--- src/rtl/flag_alu_pkg.sv ---
package flag_alu_pkg;

  typedef enum logic [1:0] {
    OP_ADD  = 2'b00,
    OP_SUB  = 2'b01,
    OP_MOVA = 2'b10,
    OP_MOVB = 2'b11
  } alu_op_e;

  typedef struct packed {
    logic n;
    logic z;
    logic c;
    logic v;
  } nzcv_t;

  typedef enum logic [3:0] {
    CC_EQ = 4'b0000, CC_NE = 4'b0001, CC_CS = 4'b0010, CC_CC = 4'b0011,
    CC_MI = 4'b0100, CC_PL = 4'b0101, CC_VS = 4'b0110, CC_VC = 4'b0111,
    CC_HI = 4'b1000, CC_LS = 4'b1001, CC_GE = 4'b1010, CC_LT = 4'b1011,
    CC_GT = 4'b1100, CC_LE = 4'b1101, CC_AL = 4'b1110, CC_NV = 4'b1111
  } cond_e;

endpackage

--- src/rtl/flag_alu_rst_sync.sv ---
module flag_alu_rst_sync #(
  parameter int STAGES = 2
) (
  input  logic clk,
  input  logic rst_n,
  output logic rst_q_n
);
  logic [STAGES-1:0] chain_q;

  always_ff @(posedge clk or negedge rst_n) begin
    if (!rst_n) chain_q[0] <= 1'b0;
    else        chain_q[0] <= 1'b1;
  end

  genvar gi;
  generate
    for (gi = 1; gi < STAGES; gi++) begin : g_stage
      always_ff @(posedge clk or negedge rst_n) begin
        if (!rst_n) chain_q[gi] <= 1'b0;
        else        chain_q[gi] <= chain_q[gi-1];
      end
    end
  endgenerate

  assign rst_q_n = chain_q[STAGES-1];
endmodule

--- src/rtl/flag_alu_core.sv ---
module flag_alu_core
  import flag_alu_pkg::*;
#(
  parameter int W = 32
) (
  input  logic [W-1:0] a,
  input  logic [W-1:0] b,
  input  logic [1:0]   op,
  output logic [W-1:0] res,
  output nzcv_t        arith_f,
  output logic         is_move
);
  localparam int SW = W + 1;

  logic [W-1:0]  b_eff;
  logic          cin;
  logic [SW-1:0] sum;
  alu_op_e       op_e;

  always_comb begin
    op_e    = alu_op_e'(op);
    is_move = op[1];
    b_eff   = (op_e == OP_SUB) ? ~b : b;
    cin     = (op_e == OP_SUB);
    sum     = {1'b0, a} + {1'b0, b_eff} + {{(SW-1){1'b0}}, cin};
    res     = is_move ? b : sum[W-1:0];
    arith_f.n = res[W-1];
    arith_f.z = ~|res;
    arith_f.c = sum[SW-1];
    arith_f.v = (a[W-1] == b_eff[W-1]) && (sum[W-1] != a[W-1]);
  end
endmodule

--- src/rtl/flag_alu_flagreg.sv ---
module flag_alu_flagreg
  import flag_alu_pkg::*;
(
  input  logic  clk,
  input  logic  rst_n,
  input  logic  wr_en,
  input  logic  is_move,
  input  nzcv_t new_f,
  output nzcv_t cur_f
);
  nzcv_t flags_d, flags_q;

  always_comb begin
    flags_d = flags_q;
    if (wr_en) begin
      flags_d.n = new_f.n;
      flags_d.z = new_f.z;
      if (!is_move) begin
        flags_d.c = new_f.c;
        flags_d.v = new_f.v;
      end
    end
  end

  always_ff @(posedge clk or negedge rst_n) begin
    if (!rst_n)     flags_q <= '0;
    else if (wr_en) flags_q <= flags_d;
  end

  assign cur_f = flags_q;
endmodule

--- src/rtl/flag_alu_cond.sv ---
module flag_alu_cond
  import flag_alu_pkg::*;
(
  input  logic [3:0] cond,
  input  nzcv_t      f,
  output logic       pass
);
  logic ge;

  always_comb begin
    ge = (f.n == f.v);
    unique case (cond_e'(cond))
      CC_EQ: pass = f.z;
      CC_NE: pass = !f.z;
      CC_CS: pass = f.c;
      CC_CC: pass = !f.c;
      CC_MI: pass = f.n;
      CC_PL: pass = !f.n;
      CC_VS: pass = f.v;
      CC_VC: pass = !f.v;
      CC_HI: pass = f.c && !f.z;
      CC_LS: pass = !f.c || f.z;
      CC_GE: pass = ge;
      CC_LT: pass = !ge;
      CC_GT: pass = !f.z && ge;
      CC_LE: pass = f.z || !ge;
      default: pass = 1'b1;
    endcase
  end
endmodule

--- src/rtl/flag_alu.sv ---
module flag_alu
  import flag_alu_pkg::*;
#(
  parameter int W           = 32,
  parameter int SYNC_STAGES = 2
) (
  input  logic         clk,
  input  logic         rst_n,
  input  logic         en,
  input  logic [1:0]   op,
  input  logic         set_flags,
  input  logic [W-1:0] a,
  input  logic [W-1:0] b,
  input  logic [3:0]   cond,
  output logic [W-1:0] result,
  output logic [3:0]   flags,
  output logic         cond_pass
);
  logic  rst_q_n;
  logic  is_move;
  logic  flag_wr;
  nzcv_t arith_f;
  nzcv_t cur_f;

  flag_alu_rst_sync #(.STAGES(SYNC_STAGES)) u_sync (
    .clk(clk), .rst_n(rst_n), .rst_q_n(rst_q_n)
  );

  flag_alu_core #(.W(W)) u_core (
    .a(a), .b(b), .op(op), .res(result), .arith_f(arith_f), .is_move(is_move)
  );

  assign flag_wr = en && set_flags;

  flag_alu_flagreg u_flags (
    .clk(clk), .rst_n(rst_q_n), .wr_en(flag_wr), .is_move(is_move),
    .new_f(arith_f), .cur_f(cur_f)
  );

  flag_alu_cond u_cond (
    .cond(cond), .f(cur_f), .pass(cond_pass)
  );

  assign flags = cur_f;
endmodule

--- config.mk ---
export PLATFORM = sky130hd
export DESIGN_NAME = flag_alu
export DESIGN_NICKNAME = d
export VERILOG_FILES = /design/src/rtl/flag_alu_pkg.sv /design/src/rtl/flag_alu_rst_sync.sv /design/src/rtl/flag_alu_core.sv /design/src/rtl/flag_alu_flagreg.sv /design/src/rtl/flag_alu_cond.sv /design/src/rtl/flag_alu.sv
export SDC_FILE = /design/constraint.sdc
export NUM_CORES = 1
export LEC_CHECK = 0
export BUFFER_PORTS_ARGS = -buffer_cell sky130_fd_sc_hd__buf_2
export CORE_MARGIN = 1
export CORE_UTILIZATION = 37
export DETAILED_ROUTE_END_ITERATION = 8
export PLACE_DENSITY_LB_ADDON = 0.1
export SYNTH_ARGS = -nofsm -noshare
export SYNTH_HDL_FRONTEND = slang
export SYNTH_HIERARCHICAL = 1
export SYNTH_SLANG_ARGS = --single-unit
--- constraint.sdc ---
create_clock -name clk -period 6.5 [get_ports clk]
set_input_delay 1.3 -clock clk [delete_from_list [all_inputs] [get_ports clk]]
set_output_delay 1.3 -clock clk [all_outputs]
set_load 0.03 [all_outputs]
Yosys cells after proc, flatten, opt, wreduce, memory -nomap -nowiden
Index checks and enable logic that the tools add are counted. Widths: inputs -> output; s select.

Bitwise gates (word level): 2. Reductions and logical operators: 15. Equal/unequal tests: 17. Mux-type cells: 3. Add/sub/neg operators: 2.

Operators with widths (number): $mux 32 (2); $add 32x32->33 (1); $add 33x1->33 (1); $not 32->32 (1); $reduce_or 32->1 (1); $eq 4x4->1 const B (6); $eq 4x3->1 const B (4); $pmux 1 s14 (1); $eq 4x2->1 const B (2); $logic_not 1->1 (6); $eq 4x1->1 const B (1); $logic_and 1x1->1 (4); $logic_not 4->1 (1); $eq 1x1->1 (2); $eq 2x1->1 const B (1); $logic_or 1x1->1 (2); $reduce_and 2->1 (1); $ne 1x1->1 (1); $not 1->1 (1).

Bits of input ports: 74. Output and inout port bits: 37. Bits in registers: 6. Word-level logic and storage cells: 45.

Longest topological paths before layout
Gate-level depths: netlist of run 1.

Depth after elaboration: 7. Gate-level depth with buffers: 18. Gate-level depth less buffers: 16.

Cells and area by module
The synthesis of run 1 kept the hierarchy.

Modules (own cells, without submodules): flag_alu_core (times used 1, cells each 410, area each 2877.8 um2, sequential area each 0.0 um2); flag_alu_flagreg (times used 1, cells each 9, area each 166.4 um2, sequential area each 100.1 um2); flag_alu_cond (times used 1, cells each 23, area each 165.2 um2, sequential area each 0.0 um2); flag_alu_rst_sync (times used 1, cells each 3, area each 53.8 um2, sequential area each 50.0 um2); flag_alu (times used 1, cells each 1, area each 6.3 um2, sequential area each 0.0 um2).

Worst setup path after synthesis of run 1
Ideal clock, no wire load.

Path type: in2out. From: input op[1]. To: output result[28]. Required time: 5.200 ns. Setup slack: 0.508 ns. Stages on the path: 14. Arrival: 4.692 ns. Cells stage by stage: inv_1 > clkbuf_1 > clkbuf_1 > nand2_1 > nor2_1 > a21oi_1 > fa_1 > nor2b_4 > o31a_4 > o21ai_4 > a21o_1 > o21ai_0 > a41oi_1 > nor4_1.

Word-level cells in the longest chain between the ends: 5.

Ends and longest elaborated chain: start: declaration (RTL line flag_alu.sv:10) `input logic [1:0] op,`; $eq 2x1->1 (RTL line flag_alu_core.sv:23, flag_alu_core.sv:24); $mux 32 (RTL line flag_alu_core.sv:23) `b_eff = (op_e == OP_SUB) ? ~b : b;`; $add 32x32->33 (RTL line flag_alu_core.sv:25) `sum = {1'b0, a} + {1'b0, b_eff} + {{(SW-1){1'b0}}, cin};`; $add 33x1->33 (RTL line flag_alu_core.sv:25); $mux 32 (*) (RTL line flag_alu_core.sv:26) `res = is_move ? b : sum[W-1:0];`; end: declaration (RTL line flag_alu.sv:15) `output logic [W-1:0] result,`.

Mark *: on every way between the ends. The rest lies on a longest branch, timed or not.

Final worst setup path of run 1
From: input op[1]. To: output result[31].

Same word-level chain as after synthesis.

==> impl_metrics.ini, run 1 <==
[run_status]
outcome = finished, final reports clean

[clocking]
cts_buffers = 3
max-clock-path-buffers = 2
post_cts_buffers = 0
cts.htree.levels = 1
clkSinkCount = 6
clockRootBuffer = clkbuf_8
cts_resized = 0
clkLatencyLatePin_ns = 0.22
hold_buffers = 0
cts_tree = yes
clk_pin_slew_ns = 0.03

[timing]
final.min_clock_period_ns = 6.06
slew_violations = 0
fin_crit_sh = 0.932
setup_violations = 0
setup_ws_ns = 0.443
rsz0062_at_grt = false
hold_violations = 0
worst_pin_slew_ns = 0.574
tns_ns = 0
relSlewSlack = 0.616
fin_skew_ns = 0.000944
fmax_mhz = 165

[floorplan]
ios = 111
die_area_um2 = 9220
fp-row-count = 33
coreArea_um2 = 8380
fp.dieH_um = 96
die_width_um = 96
start_util = 0.390

[grt]
grt_overflow = 0
grt_pass1_vias = 3370
grt_busiest_layer = met2
antenna_found_initial = 0
grt_use_met3 = 0.00711
grt_pass1_wl_mm = 16.4
met2_usage = 0.358
grt_start_max_net_pins = 58
use_met1 = 0.327
grt_usage = 0.221

[setup_path]
path_max_fanout = 14
worstSetupEndpointType = output pin
cp.required_ns = 5.20
path_class = in -> out
critPathTopFamily = compound AO/OA/AOI/OAI gates
max_stage_delay_ns = 0.44
crit_buf_inv = 4
crit_path_start = op[1]
cp.arrival_ns = 4.76
setup.worst_path.start_class = input port
path_cells = buf_2 -> nor2b_4 -> buf_4 -> xor2_1 -> ha_1 -> a211o_1 -> nor3_1 -> a21oi_1 -> a22oi_1 -> a21oi_1 -> o31ai_1 -> a21boi_0 -> o31ai_1 -> buf_4 -> buf_2
cp_slowest_cell = nor2b_4
reg2reg_from = u_flags/cur_f[3]

[layout]
num_antenna_cells = 0
n_fill_cell = 897
drive_above_1_share = 0.275
nets = 656
synthToLayoutAreaGrowth_pct = 21.2

[routing]
ant_nets = 0
drc_errors = 0
post_drt_wl_per_cell_um = 15.5
dr.pass1.iters = 4
vias = 3652
avgViaCountPerCell = 5.62
dr.first_iter.drc_count = 141
totalWireLength_mm = 10.1

[placed_design]
gp_congestion = 0.882
hpwl_mm = 8.45
dp_slack_ns = 0.458
port_buffers = 110

[logic_synthesis]
syn_nets = 555
ys_seq_elements = 6
synth_flop_cell = dfrtp_1
ys_async_sr_fraction = 1.00
synth_cell_types = 79
synth_area_leaders = ha_1 (13%), xor2_1 (9.9%), a21o_1 (5.7%)
synth-edff-count = 0
synth_area_leader_cell = ha_1
syn-cell-area_um2 = 3270
synth_warnings = 6
synth_top_area_share = 0.130
syn_avg_cell_area_um2 = 7.33
synthCells = 446
ys_seq_area_frac = 0.0459

[hold_path]
holdCritPathClass = reg -> async

[power]
total_power_mw = 0.689
powerDensity_nw_per_um2 = 174
p_leak_nw = 1.97
peakVddDrop_mv = 0.0799

[flow_run]
drv_cap = 0
[cell type report]
| class | count | area, um^2 | share of cell area |
|---|---|---|---|
| multi-input cells | 404 | 2980 | 0.752 |
| repair buffers | 117 | 603 | 0.152 |
| flip-flops and latches | 6 | 150 | 0.0379 |
| well taps | 105 | 131 | 0.0332 |
| inverters | 15 | 56.3 | 0.0142 |
| clock buffers | 3 | 41.3 | 0.0104 |
[metal layers]
metal  part of all wire  vias to the layer above
met3              0.052                        8
met1               0.49                     1684
met2               0.45                       98
met4              0.011                        0
li1                   -                     1862
met5                  0                        -
[logic make-up after synthesis]
group | share of synthesized area
AOI/OAI and AO/OA | 0.352
xor gates and xnor gates | 0.145
adders and majority gates | 0.136
buffers and inverters | 0.0452
DFF | 0.0459
muxes | 0.0226
other | 0.00115
and+or+nand+nor | 0.253
[placed cells by master, fill, tap and decap left out, types with 3 or more instances in the layout]
cell      count
xnor2_1      17
nor2_1       25
a21boi_0      4
a21o_1       25
a21oi_1      28
dfrtp_1       6
nand4_1       4
a211oi_1      9
nor2b_4       3
nand3_1       7
nor3b_1       4
and2_1        8
xor2_1       37
o211ai_1      5
nand2b_1      5
clkbuf_8      3
and4_1        4
mux2_2        3
inv_1        15
buf_2       110
nor3_1       13
a211o_1       3
buf_4         7
nor4_1        4
o22ai_1       5
a31oi_1       5
nor2b_1       5
and3_1        6
o21ai_0      27
o31ai_1       4
ha_1         34
o21a_1        5
nand2_1      49
[cells in the mapped netlist, types with 5 or more instances]
cell / count
nand2_1: 49
xor2_1: 37
ha_1: 34
a21oi_1: 28
o21ai_0: 27
a21o_1: 25
nor2_1: 25
clkbuf_1: 17
xnor2_1: 17
inv_1: 15
nor3_1: 13
a211oi_1: 9
and2_1: 8
nand3_1: 7
and3_1: 6
dfrtp_1: 6
nor2b_1: 6
a31oi_1: 5
nand2b_1: 5
o211ai_1: 5
o21a_1: 5
o22ai_1: 5
[flip-flops by register name, summed over array words and instances, names as in the netlist]
| register | cells |
|---|---|
| u_flags/cur_f | 4 |
| u_sync/chain_q | 1 |
| u_sync/rst_q_n | 1 |
[where the power goes]
group | switching (mW) | internal (mW)
Combinational | 0.360 | 0.224
Clock | 0.0136 | 0.0396
Sequential | 0.00879 | 0.0434
[worst paths after layout]
check	cells past startpoint	slack [ns]	end
max	15	0.44	result[31]
max in group asynchronous	1	5.54	u_sync/chain_q[0]
max reg2reg	1	5.64	u_flags/cur_f[3]
min reg2reg	0	0.06	u_flags/cur_f[2]
min	0	0.06	u_flags/cur_f[2]
min in group clk	0	0.35	u_sync/rst_q_n
[per-stage QoR]
step | hold slack, ns | utilization | cell area, um^2 | instances
after floorplan | 0.0403 | - | 3270 | 446
after global placement | 0.0586 | 0.468 | 3920 | 647
after detailed placement | 0.0596 | 0.468 | 3920 | 647
after CTS | 0.0627 | 0.473 | 3960 | 650
after global routing | 0.0805 | 0.473 | 3960 | 650
final | 0.0574 | 0.473 | 3960 | 650
(Power assumes the default switching activity.)
==> run 2, diff against run 1 <==
Settings changed: CORE_ASPECT_RATIO set to 0.7, SYNTH_HIERARCHICAL 1 to unset.
==> run 2 against run 1 <==
Area after synthesis fell by 2.2%. Via count rose by 3.8%. Fmax fell by 2.0%. Clock skew fell by 0.00071 ns. Die area fell by 2.1%. Worst hold slack got worse by 0.0082 ns. Non-clock buffer count fell by 2. Critical path type unchanged. Critical endpoint is now result[30].
==> impl_metrics.ini, run 2 <==
[logic_synthesis]
syn_nets = 568
synth_cell_types = 73
synth_flop_cell = dfrtp_1
synth_area_leaders = ha_1 (13%), xnor2_1 (12%), nand2_1 (7.3%)
ys_seq_area_frac = 0.0469
synth_common_cells = nand2_1 (62), xnor2_1 (42), ha_1 (33), o21ai_0 (33), a21oi_1 (31)
ys_seq_elements = 6
synthCells = 460
synth_top_area_share = 0.129
synth_warnings = 0
synth-edff-count = 0
synth_area_leader_cell = ha_1
ys_async_sr_fraction = 1.00
syn_avg_cell_area_um2 = 6.95
yosysMostFrequentCell = nand2_1
syn-cell-area_um2 = 3200

[placed_design]
place_inst = 653
port_buffers = 110
gp_congestion = 0.931
hpwl_mm = 8.69

[setup_path]
worstSetupEndpointType = output pin
cp_num_cells = 15
cp.required_ns = 5.20
critPathTopFamily = compound AO/OA/AOI/OAI gates
r2r-end = u_flags.cur_f[2]
critPathMostFrequentCell = buf_2
cp.arrival_ns = 4.88
cp_slowest_cell = nand2_2
path_max_fanout = 21
crit_path_start = op[1]
max_stage_delay_ns = 0.39
path_class = in -> out
r2r_cells = 4
reg2reg_from = u_flags.cur_f[2]
crit_buf_inv = 4
rrSetupSlack_ns = 5.24
setup.worst_path.start_class = input port
path_cells = buf_2 -> inv_1 -> nand2_2 -> buf_4 -> xnor2_1 -> ha_1 -> a21oi_1 -> o22ai_1 -> and4bb_1 -> a21o_1 -> a211oi_1 -> o31a_1 -> o21a_1 -> o31ai_2 -> buf_2
endpoint = result[30]

[clocking]
cts_tree = yes
cts_buffers = 3
post_cts_buffers = 0
cts.htree.levels = 1
clkSinkCount = 6
clkLatencyLatePin_ns = 0.22
clk_pin_slew_ns = 0.03
max-clock-path-buffers = 2
clockRootBuffer = clkbuf_16

[layout]
num_antenna_cells = 0
n_fill_cell = 870
nets = 665
fin_cells = 656
synthToLayoutAreaGrowth_pct = 21.9
drive_above_1_share = 0.249
layout.cells.most_common = buf_2
final_cell_mix = buf_2 (110), nand2_1 (61), xnor2_1 (42)
largest_reg_flops = 4

[timing]
tns_ns = 0
setup_violations = 0
slew_violations = 0
rsz0062_at_grt = false
fin_crit_sh = 0.950
relSlewSlack = 0.560
hold_violations = 0
final.min_clock_period_ns = 6.18
fmax_mhz = 162
holdWs_ns = 0.0491
fin_skew_ns = 0.000230
worst_pin_slew_ns = 0.657

[grt]
grt_use_met3 = 0.0213
grt_usage = 0.230
grt_pass1_vias = 3426
grt_start_max_net_pins = 61
use_met1 = 0.357
antenna_found_initial = 0
met2_usage = 0.339
grt_busiest_layer = met1
grt_overflow = 0
grt_pass1_wl_mm = 16.9

[routing]
dr.first_iter.drc_count = 218
post_drt_wl_per_cell_um = 15.9
dr.pass1.iters = 5
avgViaCountPerCell = 5.78
ant_nets = 0
drc_errors = 0
totalWireLength_mm = 10.4
vias = 3790

[floorplan]
coreArea_um2 = 8110
fp-row-count = 27
die_area_um2 = 9030
die_width_um = 113
start_util = 0.394
ios = 111
fp.dieH_um = 79.8

[power]
clockPowerShare = 0.134
combinationalPowerShare = 0.801
p_leak_nw = 1.76
p_sw_mw = 0.391
peakVddDrop_mv = 0.0888
p_sw_frac = 0.540
powerDensity_nw_per_um2 = 186
total_power_mw = 0.725
p_int_mw = 0.333
pwr-share-seq = 0.065

[hold_path]
holdCritPathClass = reg -> async

[run_status]
outcome = finished, final reports clean

[flow_run]
drv_cap = 0
## run 2: cell count changes after synthesis, sizes merged, moves of 4 or more
cell,change
xor2,-28
xnor2,+25
nand2,+13
a21o,-10
nand3,+9
o21ai,+9
buf,+7
and2,-5
clkbuf,-5
nand4,+5
a21boi,-4
## run 2: worst min path at each step
stage	end	slack, ns
after floorplan	u_flags.cur_f[0]	0.04
after global placement	u_flags.cur_f[0]	0.05
after detailed placement	u_flags.cur_f[3]	0.05
after CTS	u_flags.cur_f[0]	0.05
after global routing	u_flags.cur_f[2]	0.07
final	u_flags.cur_f[3]	0.05
## run 2: cells by family after synthesis
kind of cell / after synthesis / share of synthesized area
other: 1 / 0.00117
adder cells (fa/ha/maj): 34 / 0.135
flip-flops: 6 / 0.0469
AND/OR/NAND/NOR: 165 / 0.258
buffers and inverters: 38 / 0.0481
XOR/XNOR: 51 / 0.140
AO/OA/AOI/OAI: 157 / 0.341
multiplexers: 8 / 0.0301
## run 2: stage by stage
| step | utilization | worst slack [ns] | cell area [um^2] |
|---|---|---|---|
| 6_report | 0.481 | 0.322 | 3900 |
| 5_1_grt | 0.481 | 0.0100 | 3900 |
| 4_1_cts | 0.481 | 0.318 | 3900 |
| 3_5_place_dp | 0.471 | 0.336 | 3820 |
| 3_3_place_gp | 0.471 | 0.425 | 3820 |
| 2_1_floorplan | - | 0.212 | 3200 |
## run 2: layout make-up
type	instances	area, um^2	share of cell area
timing repair buffer	115	588	0.151
clock buffer	3	75.1	0.0193
inverter	15	56.3	0.0144
tap	101	126	0.0324
sequential	6	150	0.0385
multi-input combinational	416	2900	0.745
## run 2: per-layer routing
| metal | wire length [um] | part of all wire |
|---|---|---|
| met1 | 5680 | 0.54 |
| met2 | 4110 | 0.39 |
| met3 | 572 | 0.055 |
| met4 | 83 | 0.0079 |
| met5 | 0 | 0 |
## run 2: power by group through the flow
| stage | registers [mW] | logic [mW] | clock network, mW |
|---|---|---|---|
| 2_1_floorplan | 0.0551 | 0.414 | 0 |
| 3_3_place_gp | 0.0478 | 0.574 | 0 |
| 3_5_place_dp | 0.0478 | 0.572 | 0 |
| 4_1_cts | 0.0474 | 0.576 | 0.0994 |
| 5_1_grt | 0.0483 | 0.633 | 0.103 |
| 6_report | 0.0473 | 0.580 | 0.0968 |
## run 2: what timing repair did
item | 4_1_cts | 5_1_grt
gates resized for setup | 0 | 1
hold buffers | 0 | 0
endpoints found under the setup margin | 0 | 1
==> run 3, diff against run 2 <==
Settings changed: GPL_TIMING_DRIVEN set to 0, REMOVE_ABC_BUFFERS set to 1.
==> run 3 against run 2 <==
Die area unchanged. Wire length rose by 1.7%. Combinational power increased by 0.7%. First-iteration DRC count up 11%. Worst hold slack better by 0.0054 ns. Core utilization is 0.57 points higher. Clock power increased by 2.7%. Via count unchanged. Critical endpoint is now result[28]. Highest routed layer is now met3.
==> impl_metrics.ini, run 3 (synthesis results as in run 2) <==
[routing]
dr.first_iter.drc_count = 241
dr.pass1.iters = 4
totalWireLength_mm = 10.6
drc_errors = 0
avgViaCountPerCell = 5.80
post_drt_wl_per_cell_um = 16.2
ant_nets = 0
vias = 3790

[layout]
nets = 663
final_cell_mix = buf_2 (109), nand2_1 (61), xnor2_1 (42)
fin_cells = 654
layout.cells.most_common = buf_2
synthToLayoutAreaGrowth_pct = 23.4
drive_above_1_share = 0.255
fin_area_um2 = 3950
num_antenna_cells = 0
largest_reg_flops = 4
final_util = 0.487

[clocking]
clkSinkCount = 6
cts.htree.levels = 1
max-clock-path-buffers = 2
cts_tree = yes
hold_buffers = 0
clkLatencyLatePin_ns = 0.23
cts_buffers = 3
clockRootBuffer = clkbuf_16
clk_pin_slew_ns = 0.03

[setup_path]
cp_slowest_cell = a2111oi_2
worstSetupEndpointType = output pin
cp.arrival_ns = 4.85
rrSetupSlack_ns = 5.16
path_cells = buf_12 -> clkinvlp_4 -> nand2_8 -> buf_12 -> xnor2_1 -> inv_1 -> fa_1 -> nor2b_1 -> o31ai_4 -> a21o_1 -> a21o_2 -> a21oi_2 -> mux2i_1 -> a2111oi_2 -> o21ai_0 -> buf_2
path_class = in -> out
setup.worst_path.start_class = input port
max_stage_delay_ns = 0.45
cp.required_ns = 5.20
critPathMostFrequentCell = buf_12
path_max_fanout = 63

[grt]
grt_usage = 0.231
grt_overflow = 0
grt_start_max_net_pins = 64
grt_pass1_wl_mm = 16.8
antenna_found_initial = 0
grt_pass1_vias = 3287

[floorplan]
coreArea_um2 = 8110
ios = 111
fp-row-count = 27
die_area_um2 = 9030
die_width_um = 113
fp.dieH_um = 79.8
start_util = 0.394

[placed_design]
hpwl_mm = 8.42
port_buffers = 110
place_inst = 649
gp_congestion = 0.846
place_area_um2 = 3800
dp_slack_ns = -1.55

[power]
p_sw_mw = 0.395
clockPowerShare = 0.136
p_leak_nw = 1.76
pwr-share-seq = 0.065
peakVddDrop_mv = 0.135
powerDensity_nw_per_um2 = 185
p_sw_frac = 0.540
total_power_mw = 0.731
combinationalPowerShare = 0.799
p_int_mw = 0.336

[timing]
holdWs_ns = 0.0545
setup_ws_ns = 0.354
fin_skew_ns = 0.00201
slew_violations = 0
hold_violations = 0
fmax_mhz = 163
final.min_clock_period_ns = 6.15
rsz0062_at_grt = false
worst_pin_slew_ns = 0.742
fin_crit_sh = 0.945
setup_violations = 0
tns_ns = 0
relSlewSlack = 0.503

[run_status]
outcome = finished, final reports clean

[flow_run]
drv_cap = 0

[hold_path]
holdCritPathClass = reg -> async
-- run 3: critical path, delay by kind of cell --
kind	cells	cell delay, ns
simple gates	2	0.44
buf+inv	5	0.94
fa+ha+maj	1	0.43
xor+xnor	1	0.17
compound gates	6	1.41
mux	1	0.11
-- run 3: metal layers --
layer / wire (um) / GRT usage / up-vias / part of all wire
li1: - / - / 1909 / -
met4: 0 / 0.0158 / 0 / 0
met3: 641 / 0.0121 / 0 / 0.060
met1: 5580 / 0.362 / 1741 / 0.53
met2: 4390 / 0.355 / 140 / 0.41
met5: 0 / 0 / - / 0
-- run 3: area by class of cell --
cell class	instances	area [um^2]
Clock buffer	3	75.1
Sequential cell	6	150
Inverter	15	60.1
Multi-Input combinational cell	416	2940
Timing Repair Buffer	112	593
Tap cell	101	126
Fill cell	852	4160
Timing Repair inverter	1	5.00
-- run 3: final timing paths --
| kind | endpoint | from | depth (start not counted) |
|---|---|---|---|
| worst max register to register | u_flags.cur_f[2] | u_flags.cur_f[2] | 4 |
| max in group asynchronous | u_sync.chain_q[0] | rst_n | 1 |
| worst min-delay path | u_flags.cur_f[3] | u_sync.rst_q_n | 0 |
| worst min register to register | u_flags.cur_f[3] | u_sync.rst_q_n | 0 |
| min in group clk | u_sync.rst_q_n | u_sync.chain_q[0] | 0 |
| worst max-delay path | result[28] | op[1] | 16 |
-- run 3: repair_timing --
item / in CTS / in global routing
resized for setup: 6 / 7
setup buffers: 1 / 0
pin swaps: 0 / 1
gates cloned: 1 / 0
setup endpoints to repair: 30 / 3
-- run 3: power by group through the flow --
stage	registers, mW	logic [mW]	clock network [mW]
2_1_floorplan	0.0551	0.405	0
3_3_place_gp	0.0478	0.563	0
3_5_place_dp	0.0482	0.568	0
4_1_cts	0.0478	0.574	0.101
5_1_grt	0.0488	0.638	0.103
6_report	0.0475	0.584	0.0994
